`src/rtl/por_seq_pkg.sv`:
```
package por_seq_pkg;

  typedef enum logic [2:0] {
    ST_WAIT_IO   = 3'd0,
    ST_IO_DLY    = 3'd1,
    ST_WAIT_CORE = 3'd2,
    ST_CORE_DLY  = 3'd3,
    ST_XTAL_WARM = 3'd4,
    ST_RUN       = 3'd5
  } por_state_e;

  function automatic int unsigned max3(input int unsigned a, input int unsigned b,
                                       input int unsigned c);
    int unsigned m;
    m = (a > b) ? a : b;
    return (m > c) ? m : c;
  endfunction

endpackage

```
`src/rtl/por_sync.sv`:
```
module por_sync #(
  parameter int unsigned STAGES = 2
) (
  input  logic clk_i,
  input  logic rst_ni,
  input  logic d_i,
  output logic q_o
);

  logic [STAGES-1:0] ff_q;

  generate
    if (STAGES == 1) begin : g_single
      always_ff @(posedge clk_i or negedge rst_ni) begin
        if (!rst_ni) ff_q <= '0;
        else         ff_q <= d_i;
      end
    end else begin : g_chain
      always_ff @(posedge clk_i or negedge rst_ni) begin
        if (!rst_ni) ff_q <= '0;
        else         ff_q <= {ff_q[STAGES-2:0], d_i};
      end
    end
  endgenerate

  assign q_o = ff_q[STAGES-1];

endmodule

```
`src/rtl/por_delay_timer.sv`:
```
module por_delay_timer #(
  parameter int unsigned CW = 10
) (
  input  logic          clk_i,
  input  logic          rst_ni,
  input  logic          clear_i,
  input  logic          run_i,
  input  logic [CW-1:0] limit_i,
  output logic          done_o
);

  logic [CW-1:0] cnt_q;

  always_ff @(posedge clk_i or negedge rst_ni) begin
    if (!rst_ni)      cnt_q <= '0;
    else if (clear_i) cnt_q <= '0;
    else if (run_i)   cnt_q <= cnt_q + 1'b1;
  end

  assign done_o = run_i && (cnt_q == limit_i - 1'b1);

  // the count never passes the window length of the current wait
  p_cnt_bound_r2: assert property (@(posedge clk_i) disable iff (!rst_ni)
    run_i |-> (cnt_q < limit_i));

endmodule

```
`src/rtl/por_seq_fsm.sv`:
```
module por_seq_fsm
  import por_seq_pkg::*;
#(
  parameter int unsigned CW           = 10,
  parameter int unsigned IO_DLY_CYC   = 256,
  parameter int unsigned CORE_DLY_CYC = 256,
  parameter int unsigned XTAL_DLY_CYC = 640
) (
  input  logic          clk_i,
  input  logic          rst_ni,
  input  logic          io_ok_i,
  input  logic          core_ok_i,
  input  logic          done_i,
  output logic          run_o,
  output logic          clear_o,
  output logic [CW-1:0] limit_o,
  output logic          drop_o,
  output por_state_e    state_o,
  output logic          boot_o
);

  por_state_e state_q, state_d;
  logic       boot_q;

  assign drop_o = (!io_ok_i && state_q != ST_WAIT_IO) ||
                  (!core_ok_i && state_q >= ST_CORE_DLY);

  always_comb begin
    state_d = state_q;
    if (drop_o) begin
      state_d = ST_WAIT_IO;
    end else begin
      unique case (state_q)
        ST_WAIT_IO:   if (io_ok_i)   state_d = ST_IO_DLY;
        ST_IO_DLY:    if (done_i)    state_d = ST_WAIT_CORE;
        ST_WAIT_CORE: if (core_ok_i) state_d = ST_CORE_DLY;
        ST_CORE_DLY:  if (done_i)    state_d = ST_XTAL_WARM;
        ST_XTAL_WARM: if (done_i)    state_d = ST_RUN;
        ST_RUN:       state_d = ST_RUN;
        default:      state_d = ST_WAIT_IO;
      endcase
    end
  end

  always_comb begin
    unique case (state_q)
      ST_IO_DLY:    limit_o = CW'(IO_DLY_CYC);
      ST_CORE_DLY:  limit_o = CW'(CORE_DLY_CYC);
      ST_XTAL_WARM: limit_o = CW'(XTAL_DLY_CYC);
      default:      limit_o = CW'(1);
    endcase
  end

  assign run_o   = !drop_o && (state_q == ST_IO_DLY || state_q == ST_CORE_DLY ||
                               state_q == ST_XTAL_WARM);
  assign clear_o = (state_d != state_q);

  always_ff @(posedge clk_i or negedge rst_ni) begin
    if (!rst_ni) begin
      state_q <= ST_WAIT_IO;
      boot_q  <= 1'b0;
    end else begin
      state_q <= state_d;
      boot_q  <= (state_q == ST_XTAL_WARM) && (state_d == ST_RUN);
    end
  end

  assign state_o = state_q;
  assign boot_o  = boot_q;

  p_io_drop_r6: assert property (@(posedge clk_i) disable iff (!rst_ni)
    !io_ok_i |=> (state_q == ST_WAIT_IO));

  p_core_drop_r6: assert property (@(posedge clk_i) disable iff (!rst_ni)
    (!core_ok_i && state_q >= ST_CORE_DLY) |=> (state_q == ST_WAIT_IO));

  p_core_gated_by_io_r8: assert property (@(posedge clk_i) disable iff (!rst_ni)
    (state_q == ST_WAIT_IO) |=> (state_q == ST_WAIT_IO || state_q == ST_IO_DLY));

endmodule

```
`src/rtl/por_boot_seq.sv`:
```
module por_boot_seq
  import por_seq_pkg::*;
#(
  parameter int unsigned SYNC_STAGES  = 2,
  parameter int unsigned IO_DLY_CYC   = 256,
  parameter int unsigned CORE_DLY_CYC = 256,
  parameter int unsigned XTAL_DLY_CYC = 640
) (
  input  logic       clk_i,
  input  logic       rst_ni,
  input  logic       io_pwr_ok_i,
  input  logic       core_pwr_ok_i,
  output logic       io_por_n_o,
  output logic       core_por_n_o,
  output logic       xtal_en_o,
  output logic       bb_rst_n_o,
  output logic       boot_start_o,
  output logic [2:0] state_o
);

  localparam int unsigned MAX_DLY = max3(IO_DLY_CYC, CORE_DLY_CYC, XTAL_DLY_CYC);
  localparam int unsigned CW      = $clog2(MAX_DLY + 1);

  logic          io_ok_s, core_ok_s;
  logic          t_run, t_clear, t_done, drop, boot;
  logic [CW-1:0] t_limit;
  por_state_e    st;

  por_sync #(.STAGES(SYNC_STAGES)) i_sync_io (
    .clk_i(clk_i), .rst_ni(rst_ni), .d_i(io_pwr_ok_i), .q_o(io_ok_s)
  );

  por_sync #(.STAGES(SYNC_STAGES)) i_sync_core (
    .clk_i(clk_i), .rst_ni(rst_ni), .d_i(core_pwr_ok_i), .q_o(core_ok_s)
  );

  por_delay_timer #(.CW(CW)) i_timer (
    .clk_i(clk_i), .rst_ni(rst_ni), .clear_i(t_clear), .run_i(t_run),
    .limit_i(t_limit), .done_o(t_done)
  );

  por_seq_fsm #(
    .CW(CW), .IO_DLY_CYC(IO_DLY_CYC), .CORE_DLY_CYC(CORE_DLY_CYC),
    .XTAL_DLY_CYC(XTAL_DLY_CYC)
  ) i_fsm (
    .clk_i(clk_i), .rst_ni(rst_ni), .io_ok_i(io_ok_s), .core_ok_i(core_ok_s),
    .done_i(t_done), .run_o(t_run), .clear_o(t_clear), .limit_o(t_limit),
    .drop_o(drop), .state_o(st), .boot_o(boot)
  );

  // a supply loss pulls every output low before the state register follows
  assign io_por_n_o   = !drop && (st >= ST_WAIT_CORE);
  assign core_por_n_o = !drop && (st >= ST_XTAL_WARM);
  assign xtal_en_o    = !drop && (st >= ST_XTAL_WARM);
  assign bb_rst_n_o   = !drop && (st == ST_RUN);
  assign boot_start_o = !drop && boot;
  assign state_o      = st;

  p_core_after_io_r3: assert property (@(posedge clk_i) disable iff (!rst_ni)
    core_por_n_o |-> io_por_n_o);

  p_xtal_after_por_r3: assert property (@(posedge clk_i) disable iff (!rst_ni)
    xtal_en_o |-> (core_por_n_o && io_por_n_o));

  p_bb_after_xtal_r4: assert property (@(posedge clk_i) disable iff (!rst_ni)
    bb_rst_n_o |-> xtal_en_o);

  p_boot_single_r5: assert property (@(posedge clk_i) disable iff (!rst_ni)
    boot_start_o |=> !boot_start_o);

  p_boot_at_release_r5: assert property (@(posedge clk_i) disable iff (!rst_ni)
    boot_start_o |-> (bb_rst_n_o && $rose(bb_rst_n_o)));

endmodule

```
`config.mk`:
```
export PLATFORM = sky130hd
export DESIGN_NAME = por_boot_seq
export DESIGN_NICKNAME = d
export VERILOG_FILES = /design/src/rtl/por_seq_pkg.sv /design/src/rtl/por_sync.sv /design/src/rtl/por_delay_timer.sv /design/src/rtl/por_seq_fsm.sv /design/src/rtl/por_boot_seq.sv
export SDC_FILE = /design/constraint.sdc
export NUM_CORES = 1
export LEC_CHECK = 0
export BUFFER_PORTS_ARGS = -buffer_cell sky130_fd_sc_hd__clkbuf_2
export CORE_MARGIN = 2
export CORE_UTILIZATION = 25
export CTS_CLUSTER_DIAMETER = 120
export DETAILED_ROUTE_END_ITERATION = 6
export PLACE_DENSITY = 0.42
export SLEW_MARGIN = 20
export SYNTH_ARGS = -nofsm -noshare
export SYNTH_HDL_FRONTEND = slang
export SYNTH_HIERARCHICAL = 1
export SYNTH_SLANG_ARGS = --single-unit
```
`constraint.sdc`:
```
create_clock -name clk_i -period 5.1 [get_ports clk_i]
set_input_delay 0.51 -clock clk_i [delete_from_list [all_inputs] [get_ports clk_i]]
set_output_delay 0.51 -clock clk_i [all_outputs]
set_load 0.02 [all_outputs]
```
==> metrics.cfg, run 1 <==
[die]
die_y_um=77.5
die_w_um=77.5
boundaryPins=12
die-area_mm2=0.00601
std_cell_rows=26
initial_core_util=0.261
core-area_mm2=0.00517

[clocking]
path_clk_slew_ns=0.07
clkLatencyLatePin_ns=0.25
htree_levels=1
clk_path_buf_depth=2
root_buffer=clkbuf_8
ctsHoldBuffers=0
cts-resized-gates=0
cts_tree=built
cts_made_buffers=3
clock-sinks=18
cts_setup_buffers=0

[drt]
vias=1042
wl_um=2770
dr.pass1.iters=6
viasPerCell=4.57
post_drt_wl_per_cell_um=12.1
drt_drc_violations_left=0
drtIter0Drc=45
postRouteAntennaNets=0

[final_layout]
final_cell_area_mm2=0.00147
final_util=0.285
nNetsFinal=165
drive_above_1_share=0.171
syn2layout_area_growth_pct=9.07
fillerInstances=555
layout_common_cells=dfrtp_1 (18), nor2_1 (14), nand2_1 (13)
layout.cells.non_filler=228
final_common_cell=dfrtp_1
antenna_cells=0

[yosys]
yosysSeqAreaShare=0.333
synth_edf_count=0
synth_cell_types=47
ys_ff_latch=18
async_reset_ff_frac=1.00
synth_ff_type=dfrtp_1
syn_inst=152
yosys_warnings=6
syn_avg_cell_area_um2=8.89
synth_area_mm2=0.00135

[hold_path]
hold_class=primary input to async pin

[timing]
period_share=0.897
finClkSkew_ns=0.00162
finalSetupTns_ns=0
slew_headroom=0.482
tightestPinTransition_ns=0.776
fmax_mhz=219
setup_viol=0
slew_violations=0
rsz0062_at_grt=false
final-hold-violation-count=0
worst_slack_ns=0.527
period_needed_ns=4.57

[pwr]
p_leak_nw=0.646
vdd_drop_max_uv=157
power.density_mw_per_mm2=207

[worst_setup_path]
critical_path_class=flop to flop
cp.depth=15
cp_top_family=compound AO/OA/AOI/OAI gates
slowest_stage=a2111oi_2
path_cells=nor3b_4 > nor2_1 > inv_1 > ha_1 > or4b_1 > o22ai_1 > o21bai_1 > a2111oi_2 > nand2b_1 > mux2_2 > o22ai_1 > a21oi_1 > o2111ai_1 > or3_1 > a21oi_1
critical_path_peak_fanout=16
critPathRequiredTime_ns=5.28
worst_r2r_path_depth=15
critPathArrivalTime_ns=4.75
endpoint_kind=flop
slowest_delay_ns=0.69
start_kind=flop
r2r_slack_ns=0.53
crit_buf_inv=1

[grt]
grt_pass1_wl_um=4710
grt_usage=0.0949
grt_max_degree=19
grt_pass1_vias=1049
antenna_found_initial=0
grt_overflow=0

[run]
maxCapViolations=0

[place]
port_buffers=11
gp_congestion=0.825
dp_hpwl_um=2130
dp_slack_ns=0.518
dp_cells=224
place_area_mm2=0.00142

[run_status]
status=finished, final reports clean

[final cells by class]
cell class,count,area (um^2),share of cell area
clock buffers,4,55.1,0.0374
flip-flops and latches,18,450,0.306
inverters,8,30.0,0.0204
repair buffers,12,62.6,0.0424
multi-input cells,116,788,0.535
well taps,70,87.6,0.0594
[synth_stat cells (2+ instances only)]
| library cell | number | area share |
|---|---|---|
| a21oi_1 | 8 | 0.030 |
| xor2_1 | 10 | 0.065 |
| clkbuf_1 | 2 | 0.0056 |
| o22ai_1 | 2 | 0.0093 |
| ha_1 | 2 | 0.019 |
| buf_2 | 3 | 0.011 |
| inv_1 | 8 | 0.022 |
| and3_1 | 4 | 0.019 |
| a31oi_1 | 3 | 0.014 |
| nor4_1 | 3 | 0.014 |
| mux2i_1 | 3 | 0.022 |
| nand3_1 | 5 | 0.019 |
| o21ai_0 | 2 | 0.0074 |
| and2b_2 | 2 | 0.013 |
| nand2b_1 | 4 | 0.019 |
| buf_4 | 9 | 0.050 |
| nor2_1 | 14 | 0.039 |
| dfrtp_1 | 18 | 0.33 |
| nand2_1 | 13 | 0.036 |
| or3_1 | 3 | 0.014 |
| xnor2_1 | 8 | 0.052 |
[worst paths after layout]
kind	start	end
worst max register to register	i_fsm/state_o[2]	i_timer/cnt_q[5]
worst max-delay path	i_fsm/state_o[2]	i_timer/cnt_q[5]
worst min register to register	i_sync_core/ff_q[0]	i_sync_core/ff_q[1]
max in group asynchronous	rst_ni	i_timer/cnt_q[1]
min in group clk_i	i_sync_core/ff_q[0]	i_sync_core/ff_q[1]
worst min-delay path	rst_ni	i_timer/cnt_q[5]
[report_power, final]
| part | leakage, nW | switching [mW] | internal [mW] | total, mW |
|---|---|---|---|---|
| Clock | 0.0288 | 0.0465 | 0.0685 | 0.115 |
| Combinational | 0.378 | 0.0231 | 0.0150 | 0.0381 |
| Sequential | 0.239 | 0.00554 | 0.146 | 0.151 |
[metrics by stage]
stage	hold WS, ns	total power [mW]
final	0.191	0.305
after CTS	0.203	0.307
after detailed placement	0.337	0.192
after global placement	0.335	0.190
after global routing	0.219	0.321
after floorplan	0.214	0.185
[per-layer routing]
metal / vias to the layer above / global-route usage / wire length [um]
met5: - / 0 / 0
met4: 0 / 0.0375 / 25
met3: 2 / 0.0105 / 24
met2: 5 / 0.166 / 1370
met1: 502 / 0.119 / 1350
li1: 533 / - / -
[sequential cells by signal, indices dropped and copies added, names as in the netlist]
signal,flops
i_fsm/boot_o,1
i_fsm/state_o,3
i_sync_core/ff_q,2
i_sync_io/ff_q,2
i_timer/cnt_q,10
[cell families (layout without fill, tap and decap cells)]
family,count (synthesis),after routing,synth area share
AO/OA/AOI/OAI,28,28,0.147
other,1,6,0.00278
XOR/XNOR,18,18,0.117
AND/OR/NAND/NOR,57,57,0.245
buffers and inverters,23,24,0.0972
flip-flops,18,18,0.333
adder cells (fa/ha/maj),3,3,0.0268
multiplexers,4,4,0.0306
No activity file was read; power rests on OpenSTA's default activity.
==> run 2, diff against run 1 <==
Settings changed: PLACE_DENSITY 0.42 to not set.
==> run 2 against run 1 <==
Compared with the run above:
- power fell by 0.46%
- non-clock buffer count rose by 1
- design area rose by 0.51%
- via count rose by 1.9%
- setup slack improved by 0.30 ns
- sequential share of layout area fell by 0.15 points
- wire length fell by 5.2%
- clock skew rose by 0.0030 ns
- global-route usage fell by 0.14 points
- sequential cell count did not move
- largest cell class unchanged
- highest routed layer unchanged
==> metrics.cfg, run 2 (synthesis results as in run 1) <==
[run_status]
status=finished, final reports clean  ; unchanged

[grt]
grt_pass1_wl_um=4700  ; was 4710 um
antenna_found_initial=0  ; unchanged
grt_pass1_vias=992  ; was 1,049
grt_usage=0.0935  ; was 0.0949
grt_overflow=0  ; unchanged
grt_max_degree=19  ; unchanged

[pwr]
sw_frac_of_total=0.244  ; was 0.247
combPwrFrac=0.125  ; about the same
intPower_mw=0.229  ; about the same
p_leak_nw=0.651  ; was 0.646 nW
power.density_mw_per_mm2=205  ; was 207 mW/mm^2
seqPwrFrac=0.499  ; was 0.497
power.clock.fraction=0.377  ; was 0.378
vdd_drop_max_uv=83.1  ; was 157 uV
p_sw_mw=0.0738  ; was 0.0752 mW

[worst_setup_path]
critical_path.endpoint=i_timer/cnt_q[7]  ; was i_timer/cnt_q[5]
critPathArrivalTime_ns=4.45  ; was 4.75 ns
startpoint=i_fsm/state_o[2]  ; unchanged
critPathRequiredTime_ns=5.27  ; was 5.28 ns
r2r_slack_ns=0.82  ; was 0.53 ns
critical_path_peak_fanout=16  ; unchanged
start_kind=flop  ; unchanged
worst_r2r_path_depth=16  ; was 15
r2r-end=i_timer/cnt_q[7]  ; was i_timer/cnt_q[5]
endpoint_kind=flop  ; unchanged
worstReg2RegStart=i_fsm/state_o[2]  ; unchanged
critical_path_class=flop to flop  ; unchanged

[place]
port_buffers=11  ; unchanged
gp_congestion=0.808  ; was 0.825
place_area_mm2=0.00143  ; was 0.00142 mm^2
dp_hpwl_um=1940  ; was 2130 um

[clocking]
cts_setup_buffers=0  ; unchanged
cts_tree=built  ; unchanged
clock-sinks=18  ; unchanged
cts_made_buffers=3  ; unchanged
clkLatencyLatePin_ns=0.25  ; about the same
clk_path_buf_depth=2  ; unchanged
cts-resized-gates=0  ; unchanged
ctsHoldBuffers=0  ; unchanged
path_clk_slew_ns=0.07  ; about the same
htree_levels=1  ; unchanged
root_buffer=clkbuf_8  ; unchanged

[die]
die_w_um=77.5  ; unchanged
initial_core_util=0.261  ; unchanged
boundaryPins=12  ; unchanged
core-area_mm2=0.00517  ; unchanged
die_y_um=77.5  ; unchanged
std_cell_rows=26  ; unchanged
die-area_mm2=0.00601  ; unchanged

[final_layout]
layout_common_cells=dfrtp_1 (18), nor2_1 (14), nand2_1 (13)  ; unchanged
largest_reg_flops=10  ; unchanged
drive_above_1_share=0.176  ; was 0.171
fillerInstances=544  ; was 555
regArea_um2=450  ; unchanged
nNetsFinal=166  ; was 165
antenna_cells=0  ; unchanged
final_util=0.286  ; was 0.285
final_common_cell=dfrtp_1  ; unchanged
multi_input_area_um2=788  ; unchanged
syn2layout_area_growth_pct=9.63  ; was 9.07%
largest_register=i_timer/cnt_q  ; unchanged
final_cell_area_mm2=0.00148  ; was 0.00147 mm^2

[run]
maxCapViolations=0  ; unchanged

[drt]
drtIter0Drc=47  ; was 45
post_drt_wl_per_cell_um=11.5  ; was 12.1 um
dr.pass1.iters=4  ; was 6
viasPerCell=4.64  ; was 4.57
vias=1062  ; was 1,042
postRouteAntennaNets=0  ; unchanged
wl_um=2630  ; was 2770 um
drt_drc_violations_left=0  ; unchanged

[timing]
period_needed_ns=4.28  ; was 4.57 ns
slew_violations=0  ; unchanged
finClkSkew_ns=0.00461  ; was 0.00162 ns
tightestPinTransition_ns=0.522  ; was 0.776 ns
rsz0062_at_grt=false  ; unchanged
period_share=0.839  ; was 0.897
final-hold-violation-count=0  ; unchanged
finalSetupTns_ns=0  ; unchanged
slew_headroom=0.650  ; was 0.482
fmax_mhz=234  ; was 219 MHz
setup_viol=0  ; unchanged

[hold_path]
hold_class=primary input to async pin  ; unchanged

-- run 2: metal layers --
layer	GRT usage	wire length [um]	vias up
li1	-	-	534
met1	0.130	1320	514
met2	0.144	1220	12
met3	0.0186	58	2
met4	0.0321	21	0
met5	0	0	-
-- run 2: critical path, cell delays in order, from the launching register on --
cell	delay, ns
dfrtp_1	0.63
nor3b_4	0.40
nor2_1	0.18
inv_1	0.09
ha_1	0.32
or4b_1	0.47
o22ai_1	0.16
o21bai_1	0.11
a2111oi_2	0.32
buf_4	0.21
nand2b_1	0.12
mux2_2	0.14
o22ai_1	0.07
a21oi_1	0.22
o2111ai_1	0.26
or3_1	0.37
a21oi_1	0.14
-- run 2: how the worst min path moves through the flow --
stage / endpoint / slack (ns)
after global routing: i_fsm/boot_o / 0.23
after global placement: i_sync_core/ff_q[1] / 0.33
final: i_fsm/state_o[0] / 0.20
after CTS: i_fsm/boot_o / 0.21
after floorplan: i_fsm/boot_o / 0.21
after detailed placement: i_sync_core/ff_q[1] / 0.34
-- run 2: power by group through the flow --
stage | clock network [mW] | logic, mW | registers, mW
global route | 0.127 | 0.0427 | 0.152
finish | 0.114 | 0.0378 | 0.151
global placement | 0 | 0.0368 | 0.154
detailed placement | 0 | 0.0370 | 0.154
floorplan | 0 | 0.0334 | 0.152
CTS | 0.120 | 0.0372 | 0.151
-- run 2: final cells by class --
class / count / area share
Clock buffer: 4 / 0.0372
Inverter: 8 / 0.0203
Multi-Input combinational cell: 116 / 0.532
Sequential cell: 18 / 0.304
Tap cell: 70 / 0.0591
Timing Repair Buffer: 13 / 0.0473
-- run 2: stage by stage --
stage | total power [mW] | cells | hold WS (ns) | setup slack [ns]
floorplan | 0.185 | 157 | 0.214 | 1.20
global placement | 0.191 | 225 | 0.332 | 0.972
detailed placement | 0.191 | 225 | 0.337 | 0.817
CTS | 0.308 | 229 | 0.214 | 0.791
global route | 0.321 | 229 | 0.227 | 0.427
finish | 0.303 | 229 | 0.197 | 0.824
==> run 3, diff against run 2 <==
Clock period 5.1 ns to 4.1 ns, I/O delays scaled along.
==> run 3 against run 2 <==
Compared with the run above:
- cell count is 2.6% higher
- die area did not move
- setup slack got worse by 0.50 ns
- global-route usage decreased by 0.64 points
- design area increased by 3.0%
- critical path depth did not move
- sequential power up 24%
- critical path type unchanged
- wire length decreased by 7.4%
==> metrics.cfg, run 3 (synthesis results as in run 1) <==
[run_status]
status=finished, final reports clean  ; unchanged

[final_layout]
antenna_cells=0  ; unchanged
final_util=0.295  ; was 0.286
layout_common_cells=dfrtp_1 (18), nor2_1 (14), nand2_1 (13)  ; unchanged
largest_reg_flops=10  ; unchanged
drive_above_1_share=0.206  ; was 0.176
final_common_cell=dfrtp_1  ; unchanged
largest_register=i_timer/cnt_q  ; unchanged
syn2layout_area_growth_pct=13.0  ; was 9.63%
nNetsFinal=172  ; was 166

[worst_setup_path]
critPathRequiredTime_ns=4.28  ; was 5.27 ns
start_kind=flop  ; unchanged
critical_path_peak_fanout=8  ; was 16
critical_path_class=flop to flop  ; unchanged
critPathArrivalTime_ns=3.95  ; was 4.45 ns
endpoint_kind=flop  ; unchanged

[die]
die_w_um=77.5  ; unchanged
initial_core_util=0.261  ; unchanged
boundaryPins=12  ; unchanged
die_y_um=77.5  ; unchanged
std_cell_rows=26  ; unchanged
core-area_mm2=0.00517  ; unchanged
die-area_mm2=0.00601  ; unchanged

[drt]
wl_met2_um=1110  ; was 1220 um
wl_um=2430  ; was 2630 um
post_drt_wl_per_cell_um=10.3  ; was 11.5 um
vias=1053  ; was 1,062
dr_wl_met3_um=92  ; was 58 um
drt-met1-wl_um=1210  ; was 1320 um
dr.pass1.iters=4  ; unchanged
top_layer=met4  ; unchanged
drtIter0Drc=46  ; was 47
postRouteAntennaNets=0  ; unchanged
drt_drc_violations_left=0  ; unchanged
viasPerCell=4.48  ; was 4.64

[hold_path]
hold_class=primary input to async pin  ; unchanged

[grt]
antenna_found_initial=0  ; unchanged
grt_pass1_wl_um=4350  ; was 4700 um
grt_max_degree=19  ; unchanged
grt_pass1_vias=988  ; was 992
grt_usage=0.0871  ; was 0.0935
grt_overflow=0  ; unchanged

[pwr]
power.density_mw_per_mm2=248  ; was 205 mW/mm^2
p_leak_nw=0.682  ; was 0.651 nW
vdd_drop_max_uv=115  ; was 83.1 uV
power.total_mw=0.378  ; was 0.303 mW

[clocking]
cts_setup_buffers=0  ; unchanged
clkLatencyLatePin_ns=0.25  ; about the same
cts_tree=built  ; unchanged
clock-sinks=18  ; unchanged
clk_path_buf_depth=2  ; unchanged
cts_made_buffers=3  ; unchanged
htree_levels=1  ; unchanged
ctsHoldBuffers=0  ; unchanged
path_clk_slew_ns=0.07  ; about the same
root_buffer=clkbuf_8  ; unchanged
cts-resized-gates=0  ; unchanged

[timing]
final-hold-violation-count=0  ; unchanged
hold-worst-slack_ns=0.0915  ; was 0.197 ns
slew_violations=0  ; unchanged
fmax_mhz=265  ; was 234 MHz
period_share=0.920  ; was 0.839
worst_slack_ns=0.328  ; was 0.824 ns
rsz0062_at_grt=false  ; unchanged
period_needed_ns=3.77  ; was 4.28 ns
finClkSkew_ns=0.00106  ; was 0.00461 ns
setup_viol=0  ; unchanged
finalSetupTns_ns=0  ; unchanged

[place]
port_buffers=11  ; unchanged
dp_hpwl_um=1860  ; was 1940 um
dp_slack_ns=0.359  ; was 0.817 ns
gp_congestion=0.735  ; was 0.808

[run]
maxCapViolations=0  ; unchanged

==> run 3: cell count changes in the layout (fill, tap and decap cells not counted), sizes merged <==
cell  previous run  this run
buf              2         8
==> run 3: area by class of cell <==
type                    instances  area (um^2)
well taps                      70         87.6
repair buffers                 19          115
inverters                       8         30.0
fillers                       552         3650
clock buffers                   4         55.1
flip-flops and latches         18          450
multi-input cells             116          788
==> run 3: critical path, cell delays in order, from the launching register on <==
cell	delay [ns]
dfrtp_1	0.41
nor3b_4	0.21
nor2_1	0.13
inv_1	0.08
ha_1	0.31
or4b_1	0.46
o22ai_1	0.16
o21bai_1	0.10
a2111oi_2	0.32
buf_4	0.21
nand2b_1	0.12
mux2_2	0.15
o22ai_1	0.07
a21oi_1	0.20
o2111ai_1	0.26
or3_1	0.37
a21oi_1	0.15
==> run 3: through the flow <==
| step | instances | area [um^2] |
|---|---|---|
| 2_1_floorplan | 157 | 1370 |
| 3_3_place_gp | 231 | 1470 |
| 3_5_place_dp | 231 | 1470 |
| 4_1_cts | 235 | 1530 |
| 5_1_grt | 235 | 1530 |
| 6_report | 235 | 1530 |
==> run 3: final timing paths <==
kind	from	to	slack (ns)	depth (start not counted)
max in group asynchronous	rst_ni	i_timer/cnt_q[2]	3.69	1
max	i_fsm/state_o[0]	i_timer/cnt_q[7]	0.33	16
max reg2reg	i_fsm/state_o[0]	i_timer/cnt_q[7]	0.33	16
min	rst_ni	i_fsm/state_o[2]	0.09	1
min in group clk_i	io_pwr_ok_i	i_sync_io/ff_q[0]	0.26	1
min reg2reg	i_sync_core/ff_q[0]	i_sync_core/ff_q[1]	0.35	0
==> run 3: where the power goes <==
group          switching (mW)  internal (mW)  total, mW
Combinational          0.0296         0.0205     0.0502
Clock                  0.0565         0.0852      0.142
Sequential            0.00499          0.182      0.187
Total                  0.0911          0.287      0.378
==> run 3: routing by layer <==
metal  up-vias  global-route usage
met1       487               0.121
met3         2              0.0151
met5         -                   0
met2        20               0.132
li1        544                   -
met4         0              0.0375
